`src/rtl/mtx_pkg.sv`:
```
package mtx_pkg;
  localparam int DATA_W      = 32;
  localparam int CPUID_W     = 8;
  localparam int IDX_FIELD_W = 5;
  localparam int WIN_LSB     = 8;
  localparam int ADDR_W      = WIN_LSB + IDX_FIELD_W;

  typedef enum logic [1:0] {
    RSP_OKAY   = 2'b00,
    RSP_DECERR = 2'b11
  } rsp_e;

  typedef enum logic [1:0] {
    OFS_CTRL = 2'd0,
    OFS_USER = 2'd1,
    OFS_RSVD = 2'd2
  } ofs_e;

  typedef struct packed {
    logic                   hit;
    logic [IDX_FIELD_W-1:0] idx;
    ofs_e                   ofs;
  } dec_t;
endpackage

```
`src/rtl/mtx_decode.sv`:
```
module mtx_decode
  import mtx_pkg::*;
#(
  parameter int NUM_MUTEX = 16
) (
  input  logic [ADDR_W-1:0] addr_i,
  output dec_t              dec_o
);
  logic [IDX_FIELD_W-1:0] idx;
  logic [WIN_LSB-1:0]     ofs;

  assign idx = addr_i[ADDR_W-1:WIN_LSB];
  assign ofs = addr_i[WIN_LSB-1:0];

  always_comb begin
    dec_o.idx = idx;
    dec_o.hit = ({1'b0, idx} < (IDX_FIELD_W+1)'(NUM_MUTEX));
    if (ofs == 8'h00)      dec_o.ofs = OFS_CTRL;
    else if (ofs == 8'h04) dec_o.ofs = OFS_USER;
    else                   dec_o.ofs = OFS_RSVD;
  end
endmodule

```
`src/rtl/mtx_cell.sv`:
```
module mtx_cell
  import mtx_pkg::*;
#(
  parameter bit USER_EN    = 1'b1,
  parameter bit HW_PROT_EN = 1'b1,
  parameter int HWID_W     = 7
) (
  input  logic               clk_i,
  input  logic               rst_ni,
  input  logic               ctrl_we_i,
  input  logic               user_we_i,
  input  logic [DATA_W-1:0]  wdata_i,
  input  logic [HWID_W-1:0]  hwid_i,
  output logic               lock_o,
  output logic [CPUID_W-1:0] owner_o,
  output logic [DATA_W-1:0]  user_o
);
  logic               lock_q;
  logic [CPUID_W-1:0] owner_q;
  logic [CPUID_W-1:0] cpuid_w;
  logic               hw_ok;
  logic               do_acq, do_rel;

  assign cpuid_w = wdata_i[CPUID_W:1];
  assign do_acq  = ctrl_we_i &  wdata_i[0] & ~lock_q;
  assign do_rel  = ctrl_we_i & ~wdata_i[0] &  lock_q & (cpuid_w == owner_q) & hw_ok;

  always_ff @(posedge clk_i or negedge rst_ni) begin
    if (!rst_ni) begin
      lock_q  <= 1'b0;
      owner_q <= '0;
    end else if (do_acq) begin
      lock_q  <= 1'b1;
      owner_q <= cpuid_w;
    end else if (do_rel) begin
      lock_q  <= 1'b0;
      owner_q <= '0;
    end
  end

  // Hidden owner tag: never leaves this module
  if (HW_PROT_EN) begin : g_prot
    logic [HWID_W-1:0] hwid_q;
    always_ff @(posedge clk_i or negedge rst_ni) begin
      if (!rst_ni)     hwid_q <= '0;
      else if (do_acq) hwid_q <= hwid_i;
      else if (do_rel) hwid_q <= '0;
    end
    assign hw_ok = (hwid_q == hwid_i);
  end else begin : g_noprot
    assign hw_ok = 1'b1;
  end

  if (USER_EN) begin : g_user
    logic [DATA_W-1:0] user_q;
    always_ff @(posedge clk_i or negedge rst_ni) begin
      if (!rst_ni)        user_q <= '0;
      else if (user_we_i) user_q <= wdata_i;
    end
    assign user_o = user_q;
  end else begin : g_nouser
    assign user_o = '0;
  end

  assign lock_o  = lock_q;
  assign owner_o = owner_q;


  acquire_free_chk: assert property (@(posedge clk_i) disable iff (!rst_ni)
    (ctrl_we_i && wdata_i[0] && !lock_q) |=> (lock_q && owner_q == $past(wdata_i[CPUID_W:1])));

  acquire_locked_chk: assert property (@(posedge clk_i) disable iff (!rst_ni)
    (ctrl_we_i && wdata_i[0] && lock_q) |=> (lock_q && $stable(owner_q)));

  release_mismatch_chk: assert property (@(posedge clk_i) disable iff (!rst_ni)
    (ctrl_we_i && !wdata_i[0] && lock_q && wdata_i[CPUID_W:1] != owner_q) |=> lock_q);

  release_cause_chk: assert property (@(posedge clk_i) disable iff (!rst_ni)
    $fell(lock_q) |-> $past(ctrl_we_i && !wdata_i[0] && wdata_i[CPUID_W:1] == owner_q));

  owner_free_chk: assert property (@(posedge clk_i) disable iff (!rst_ni)
    !lock_q |-> (owner_q == '0));
endmodule

```
`src/rtl/mtx_rdmux.sv`:
```
module mtx_rdmux
  import mtx_pkg::*;
#(
  parameter int NUM_MUTEX = 16
) (
  input  dec_t               dec_i,
  input  logic               lock_i  [NUM_MUTEX],
  input  logic [CPUID_W-1:0] owner_i [NUM_MUTEX],
  input  logic [DATA_W-1:0]  user_i  [NUM_MUTEX],
  output logic [DATA_W-1:0]  rdata_o
);
  localparam int PAD_W = DATA_W - CPUID_W - 1;

  always_comb begin
    rdata_o = '0;
    for (int i = 0; i < NUM_MUTEX; i++) begin
      if (dec_i.hit && dec_i.idx == IDX_FIELD_W'(i)) begin
        case (dec_i.ofs)
          OFS_CTRL: rdata_o = {{PAD_W{1'b0}}, owner_i[i], lock_i[i]};
          OFS_USER: rdata_o = user_i[i];
          default:  rdata_o = '0;
        endcase
      end
    end
  end
endmodule

```
`src/rtl/mtx_bank.sv`:
```
module mtx_bank
  import mtx_pkg::*;
#(
  parameter int NUM_MUTEX  = 16,
  parameter bit USER_EN    = 1'b1,
  parameter bit HW_PROT_EN = 1'b1,
  parameter int PORT_W     = 3,
  parameter int TXN_W      = 4
) (
  input  logic              clk_i,
  input  logic              rst_ni,
  input  logic              req_valid_i,
  input  logic              req_write_i,
  input  logic [12:0]       req_addr_i,
  input  logic [31:0]       req_wdata_i,
  input  logic [PORT_W-1:0] req_port_i,
  input  logic [TXN_W-1:0]  req_txn_i,
  output logic              rsp_valid_o,
  output logic [31:0]       rsp_rdata_o,
  output logic [1:0]        rsp_resp_o
);
  localparam int HWID_W = PORT_W + TXN_W;

  dec_t               dec;
  logic [HWID_W-1:0]  hwid;
  logic               lock  [NUM_MUTEX];
  logic [CPUID_W-1:0] owner [NUM_MUTEX];
  logic [DATA_W-1:0]  user  [NUM_MUTEX];
  logic [DATA_W-1:0]  rd_mux;
  logic               wr_hit;

  logic              rsp_valid_q;
  logic [DATA_W-1:0] rsp_rdata_q;
  rsp_e              rsp_resp_q;

  assign hwid   = {req_port_i, req_txn_i};
  assign wr_hit = req_valid_i & req_write_i & dec.hit;

  mtx_decode #(.NUM_MUTEX(NUM_MUTEX)) u_dec (
    .addr_i (req_addr_i),
    .dec_o  (dec)
  );

  for (genvar g = 0; g < NUM_MUTEX; g++) begin : g_cell
    logic sel;
    assign sel = wr_hit && (dec.idx == IDX_FIELD_W'(g));
    mtx_cell #(
      .USER_EN   (USER_EN),
      .HW_PROT_EN(HW_PROT_EN),
      .HWID_W    (HWID_W)
    ) u_cell (
      .clk_i     (clk_i),
      .rst_ni    (rst_ni),
      .ctrl_we_i (sel && dec.ofs == OFS_CTRL),
      .user_we_i (sel && dec.ofs == OFS_USER),
      .wdata_i   (req_wdata_i),
      .hwid_i    (hwid),
      .lock_o    (lock[g]),
      .owner_o   (owner[g]),
      .user_o    (user[g])
    );
  end

  mtx_rdmux #(.NUM_MUTEX(NUM_MUTEX)) u_rdmux (
    .dec_i   (dec),
    .lock_i  (lock),
    .owner_i (owner),
    .user_i  (user),
    .rdata_o (rd_mux)
  );

  always_ff @(posedge clk_i or negedge rst_ni) begin
    if (!rst_ni) begin
      rsp_valid_q <= 1'b0;
      rsp_rdata_q <= '0;
      rsp_resp_q  <= RSP_OKAY;
    end else begin
      rsp_valid_q <= req_valid_i;
      rsp_rdata_q <= (req_valid_i && !req_write_i) ? rd_mux : '0;
      rsp_resp_q  <= dec.hit ? RSP_OKAY : RSP_DECERR;
    end
  end

  assign rsp_valid_o = rsp_valid_q;
  assign rsp_rdata_o = rsp_rdata_q;
  assign rsp_resp_o  = rsp_resp_q;


  rsp_follows_req_chk: assert property (@(posedge clk_i) disable iff (!rst_ni)
    req_valid_i |=> rsp_valid_o);

  out_of_range_chk: assert property (@(posedge clk_i) disable iff (!rst_ni)
    (req_valid_i && !dec.hit) |=> (rsp_resp_o == 2'b11 && rsp_rdata_o == '0));

  write_resp_chk: assert property (@(posedge clk_i) disable iff (!rst_ni)
    (req_valid_i && req_write_i && dec.hit) |=> (rsp_resp_o == 2'b00 && rsp_rdata_o == '0));
endmodule

```
`config.mk`:
```
export PLATFORM = sky130hd
export DESIGN_NAME = mtx_bank
export DESIGN_NICKNAME = d
export VERILOG_FILES = /design/src/rtl/mtx_pkg.sv /design/src/rtl/mtx_decode.sv /design/src/rtl/mtx_cell.sv /design/src/rtl/mtx_rdmux.sv /design/src/rtl/mtx_bank.sv
export SDC_FILE = /design/constraint.sdc
export NUM_CORES = 2
export LEC_CHECK = 0
export BUFFER_PORTS_ARGS = -buffer_cell sky130_fd_sc_hd__buf_4
export CAP_MARGIN = 20
export CORE_MARGIN = 2
export CORE_UTILIZATION = 30
export CTS_CLUSTER_DIAMETER = 30
export DETAILED_ROUTE_END_ITERATION = 16
export GPL_ROUTABILITY_DRIVEN = 0
export PLACE_DENSITY = 0.48
export SLEW_MARGIN = 10
export SYNTH_ARGS = -nofsm -noshare
export SYNTH_HDL_FRONTEND = slang
export SYNTH_SLANG_ARGS = --single-unit
```
`constraint.sdc`:
```
create_clock -name clk_i -period 3.7 [get_ports clk_i]
set_input_delay 0.37 -clock clk_i [delete_from_list [all_inputs] [get_ports clk_i]]
set_output_delay 0.37 -clock clk_i [all_outputs]
set_load 0.01 [all_outputs]
```
# --- After elaboration in Yosys (flattened, before gate mapping) ---
# Index checks and enable logic that the tools add are counted.
totals:
  elab_cells: 449
  in_bits: 56
  register_bits: 803
op_classes:
  n_eq_ne: 49
  bitwise: 115
  n_mux: 132
  n_reduce_logical: 85
  magnitude_cmp: 1
op_table:
  columns: ["op", "count"]
  rows:
  - ["$pmux 32 s2", 16]
  - ["$mux 32", 17]
  - ["$mux 8", 32]
  - ["$mux 7", 32]
  - ["$eq 8x8->1", 16]
  - ["$eq 7x7->1", 16]
  - ["$and 1x1->1", 98]
  - ["$logic_and 1x1->1", 65]
  - ["$eq 5x4->1 const B", 8]
  - ["$mux 1", 32]
  - ["$reduce_bool 2->1", 16]
  - ["$eq 5x3->1 const B", 4]
  - ["$not 1->1", 17]
  - ["$eq 5x2->1 const B", 2]
  - ["$eq 8x3->1 const B", 1]
  - ["$logic_not 8->1", 1]
  - ["$mux 2", 3]
  - ["$eq 5x1->1 const B", 1]
  - ["$logic_not 5->1", 1]
  - ["$lt 5x5->1 const B", 1]
  - ["$eq 2x1->1 const B", 1]
  - ["$logic_not 2->1", 1]
  - ["$logic_not 1->1", 1]

# --- Logic depth before layout (Yosys ltp) ---
depth:
  word_depth: 22
  ltp_mapped: 10

# --- Modules after synthesis ---
# Synthesis repeated with hierarchy kept, for this count alone.
hier_totals:
  hier_cells: 3363
  hier_area_um2: 39181.3
modules_own_cells:
  columns: ["module", "area_each_um2", "cells_per_inst", "instances", "seq_area_each_um2"]
  rows:
  - ["mtx_cell", 2042.0, 158, 16, 1201.2]
  - ["mtx_rdmux", 5051.1, 702, 1, 0.0]
  - ["mtx_bank", 1383.8, 123, 1, 850.8]
  - ["mtx_decode", 75.1, 10, 1, 0.0]

# --- Worst setup path after synthesis ---
# OpenSTA, ideal clock, no wires.
synth_path:
  path_type: "input-to-reg"
  startpoint: "input req_addr_i[1]"
  endpoint: "register g_cell[3].u_cell.g_prot.hwid_q[0]"
  t_arrival_ps: 2686
  setup_time_ps: 121
  path_buffers: 3
  required_ps: 3579
  setup_slack_ps: 893
  cell_stages: 9
  path_cell_list: "or4_4 -> buf_6 -> nor4_4 -> nand2b_2 -> or4_4 -> and2_4 -> buf_6 -> buf_6 -> a22o_1"
synth_between:
  elab_chain_cells: 10
  elab_cells_between_ends: 14
synth_rtl:
  columns: ["element", "line", "text"]
  rows:
  - ["start: declaration", "mtx_bank.sv:14", "input logic [12:0] req_addr_i,"]
  - ["$eq 8x3->1", "mtx_decode.sv:19", "else if (ofs == 8'h04) dec_o.ofs = OFS_USER;"]
  - ["$mux 2", "mtx_decode.sv:19", null]
  - ["$mux 2 *", "mtx_decode.sv:18", "if (ofs == 8'h00) dec_o.ofs = OFS_CTRL;"]
  - ["$logic_not 2->1 *", "mtx_bank.sv:54", ".ctrl_we_i (sel && dec.ofs == OFS_CTRL),"]
  - ["$logic_and 1x1->1 *", "mtx_bank.sv:54", null]
  - ["$and 1x1->1 (4 in series)", "mtx_cell.sv:26", "assign do_rel = ctrl_we_i & ~wdata_i[0] & lock_q & (cpuid_w == owner_q) & hw_ok;"]
  - ["$reduce_bool 2->1 (no source line)", null, null]
  - ["end signal: assignment", "mtx_cell.sv:46", "else if (do_acq) hwid_q <= hwid_i;"]
  - ["end: declaration", "mtx_cell.sv:43", "logic [HWID_W-1:0] hwid_q;"]
# Mark *: on every way between the ends. The rest lies on a longest branch, timed or not.
# A chain may end at the register's enable or synchronous reset.

# --- Worst setup path after layout ---
layout_path:
  startpoint: "input req_addr_i[12]"
  endpoint: "register g_cell[8].u_cell.g_user.user_q[18]"
layout_between:
  elab_chain_cells: 4
  elab_cells_between_ends: 5
layout_rtl:
  columns: ["element", "line", "text"]
  rows:
  - ["$lt 5x5->1", "mtx_decode.sv:17", "dec_o.hit = ({1'b0, idx} < (IDX_FIELD_W+1)'(NUM_MUTEX));"]
  - ["$and 1x1->1", "mtx_bank.sv:37", "assign wr_hit = req_valid_i & req_write_i & dec.hit;"]
  - ["$logic_and 1x1->1 *", "mtx_bank.sv:46", "assign sel = wr_hit && (dec.idx == IDX_FIELD_W'(g));"]
  - ["$logic_and 1x1->1 *", "mtx_bank.sv:55", ".user_we_i (sel && dec.ofs == OFS_USER),"]
  - ["end signal: assignment", "mtx_cell.sv:58", "else if (user_we_i) user_q <= wdata_i;"]
  - ["end: declaration", "mtx_cell.sv:55", "logic [DATA_W-1:0] user_q;"]
# Marked as above.

==> impl_metrics.ini <==
[floorplanning]
die_h_um = 360
dieArea_um2 = 130000
start_util = 0.303
io_pins = 91
num_rows = 130
die-width_um = 360
core_um2 = 126000

[sta]
fin_crit_sh = 0.799
min_period_ps = 2960
slew-limit-headroom = 0.240
final_max_slew_viol_count = 0
final-setup-viol-count = 0
setup_tns_ps = 0
worst_slack_ps = 743
hold_viol = 0
fmax_mhz = 338
worstMarginPinSlew_ps = 1140
fin_skew_ps = 23.4
rsz0062_at_grt = no

[yosys]
synthesis.nets = 3156
ys_ff_latch = 802
synth_edf_count = 0
ys_top_cells_by_count = 802 x dfrtp_1, 548 x mux2_2, 237 x a22o_1
synth.avg_cell_area_um2 = 12.3
yosysMostFrequentCell = dfrtp_1
ys_seq_area_frac = 0.527
ys_types = 64
synthesis.area_um2 = 38100
yosysTopAreaCell = dfrtp_1
synth_top_area_share = 0.527
yosys_warnings = 0
synthFlopType = dfrtp_1
synthArstFlopShare = 1.00
syn_inst = 3100
synthTopCellsByArea = dfrtp_1 53%, mux2_2 16%, a22o_1 5.5%, mux2i_1 4.3%, xor2_1 3.9%

[worst_hold_path]
whs_endpoint = g_cell[14].u_cell.user_o[21]$_DFFE_PN0P_
hp-start = req_wdata_i[21]
hp-class = in -> reg
whs_path_depth = 2

[clock_network]
post_cts_resized = 0
numCtsBuffers = 182
clk_latency_ps = 760
clkSinkCount = 802
clkTransAtPathRegs_ps = 40
cts_tree = done
cts_hold_buf = 25
cts_buffer_depth = 3
clockRootBuffer = clkbuf_16
htreeDepth = 4
cts_setup_buffers = 0

[grt]
grt_overflow_total = 0
use_met3 = 0.0357
grt_pass1_vias = 27601
grt_pass1_wl_um = 191000
antenna_found_initial = 6
top_usage_layer = met2
met1_usage = 0.282
grt_max_degree = 99
grtUsageMet2 = 0.296
grt_usage = 0.196

[final_layout]
area_delta_synth_final_pct = 26.5
fin_nets = 3342
final_core_util = 0.383
layout-drive-gt1-share = 0.343

[outcome]
status = finished, final reports clean

[route]
drtIter0Drc = 1916
wl_per_cell_um = 25.1
via_per_inst = 5.32
antenna_left = 0
first_pass_iters = 8
via_count = 27033
wl_um = 128000
drc_errors = 0

[placed_design]
dp_slack_ps = 425
dpl.hpwl_um = 82100
port_buffers = 90

[power]
leakage_nw = 22.8
ir_drop_v = 0.000523
power.density_nw_per_um2 = 550

[critical_path]
crit_type = in -> reg
critical_path_arrival_ps = 3600
r2r_end = g_cell[4].u_cell.g_prot.hwid_q[6]$_DFFE_PN0P_
critical_path_peak_fanout = 34
r2r_cells = 7
critical_path_required_ps = 4340
ff2ff_setup_slack_ps = 1160
endpoint_kind = flip-flop
r2r-start = g_cell[4].u_cell.owner_o[3]$_DFFE_PN0P_
start_kind = primary input

[run]
maxCapViolCount = 0
==> area by class of cell <==
type | instances | area (um^2)
fill | 12179 | 77600
sequential | 802 | 20100
multi-input combinational | 2001 | 17000
clock buffer | 247 | 5290
timing repair buffer | 289 | 2580
tap | 1650 | 2060
clock inverter | 81 | 1110
inverter | 10 | 37.5
antenna | 3 | 7.51
==> placed cells by master, fill, tap and decap left out, types with 22 or more instances in the layout <==
cell and n:
clkbuf_16 187, xnor2_1 70, buf_4 234, clkinv_2 30
a221oi_1 27, o211ai_1 22, xor2_1 170, nand4_1 24
a21oi_1 119, a22o_1 237, mux2i_1 165, clkbuf_8 38
dlygate4sd3_1 25, bufinv_16 23, clkbuf_1 22, nand3_1 46
nor2_1 61, dfrtp_1 802, nor4_1 55, o21ai_0 43
a211oi_1 24, nand2_1 105, mux2_2 548, o22ai_1 67
buf_12 27
==> cell families (layout without fill, tap and decap cells) <==
logic type | count (synthesis) | after routing | synth area share
DFF | 802 | 802 | 0.527
muxes | 715 | 715 | 0.206
AOI/OAI and AO/OA | 632 | 632 | 0.122
and+or+nand+nor | 414 | 414 | 0.0577
buffers and inverters | 297 | 627 | 0.0319
xor gates and xnor gates | 240 | 240 | 0.0552
other | 0 | 3 | 0
==> state kept, by name (all words and copies together) (netlist names) <==
name,flops
g_cell.u_cell.g_prot.hwid_q,112
g_cell.u_cell.lock_o,16
g_cell.u_cell.owner_o,128
g_cell.u_cell.user_o,512
rsp_rdata_o,32
rsp_resp_o,1
rsp_valid_o,1
==> metal layers <==
metal  up-vias  share of wire
li1      11881              -
met1     14287           0.48
met2       659           0.45
met3       198          0.047
met4         8          0.022
met5         -         0.0010
==> critical path: stages <==
cell	delay (ps)
dlygate4sd3_1	530
buf_4	200
nor3b_1	760
nand2_2	470
buf_12	320
nor2_4	130
buf_4	370
mux2_2	390
==> stage by stage <==
| stage | hold WS [ps] | cells | area (um^2) | power, W |
|---|---|---|---|---|
| finish | 58.4 | 5083 | 48100 | 0.0265 |
| global route | 39.8 | 5082 | 48100 | 0.0273 |
| CTS | 6.58 | 5077 | 48100 | 0.0268 |
| detailed placement | 369 | 4724 | 41500 | 0.00998 |
| global placement | 377 | 4722 | 41400 | 0.00999 |
| floorplan | 74.4 | 3100 | 38100 | 0.00937 |
==> where the power goes <==
part | leakage [nW] | internal [W] | switching, W
Combinational | 8.49 | 0.000299 | 0.000746
Sequential | 11.2 | 0.00881 | 0.00000823
Clock | 3.11 | 0.0115 | 0.00515
==> worst max-delay path by stage <==
stage              startpoint  depth (start not counted)  slack, ps                                             end
6_report       req_addr_i[12]                          8        740         g_cell[8].u_cell.user_o[18]$_DFFE_PN0P_
5_1_grt        req_addr_i[12]                          8        620         g_cell[9].u_cell.owner_o[6]$_DFFE_PN0P_
2_1_floorplan   req_addr_i[1]                          9        890   g_cell[3].u_cell.g_prot.hwid_q[0]$_DFFE_PN0P_
4_1_cts        req_addr_i[12]                          8        850         g_cell[5].u_cell.user_o[21]$_DFFE_PN0P_
3_3_place_gp    req_addr_i[1]                          7        460                        rsp_rdata_o[2]$_DFF_PN0_
3_5_place_dp    req_addr_i[2]                          9        430  g_cell[13].u_cell.g_prot.hwid_q[0]$_DFFE_PN0P_
Note: power is estimated with default switching activity, not from simulation.
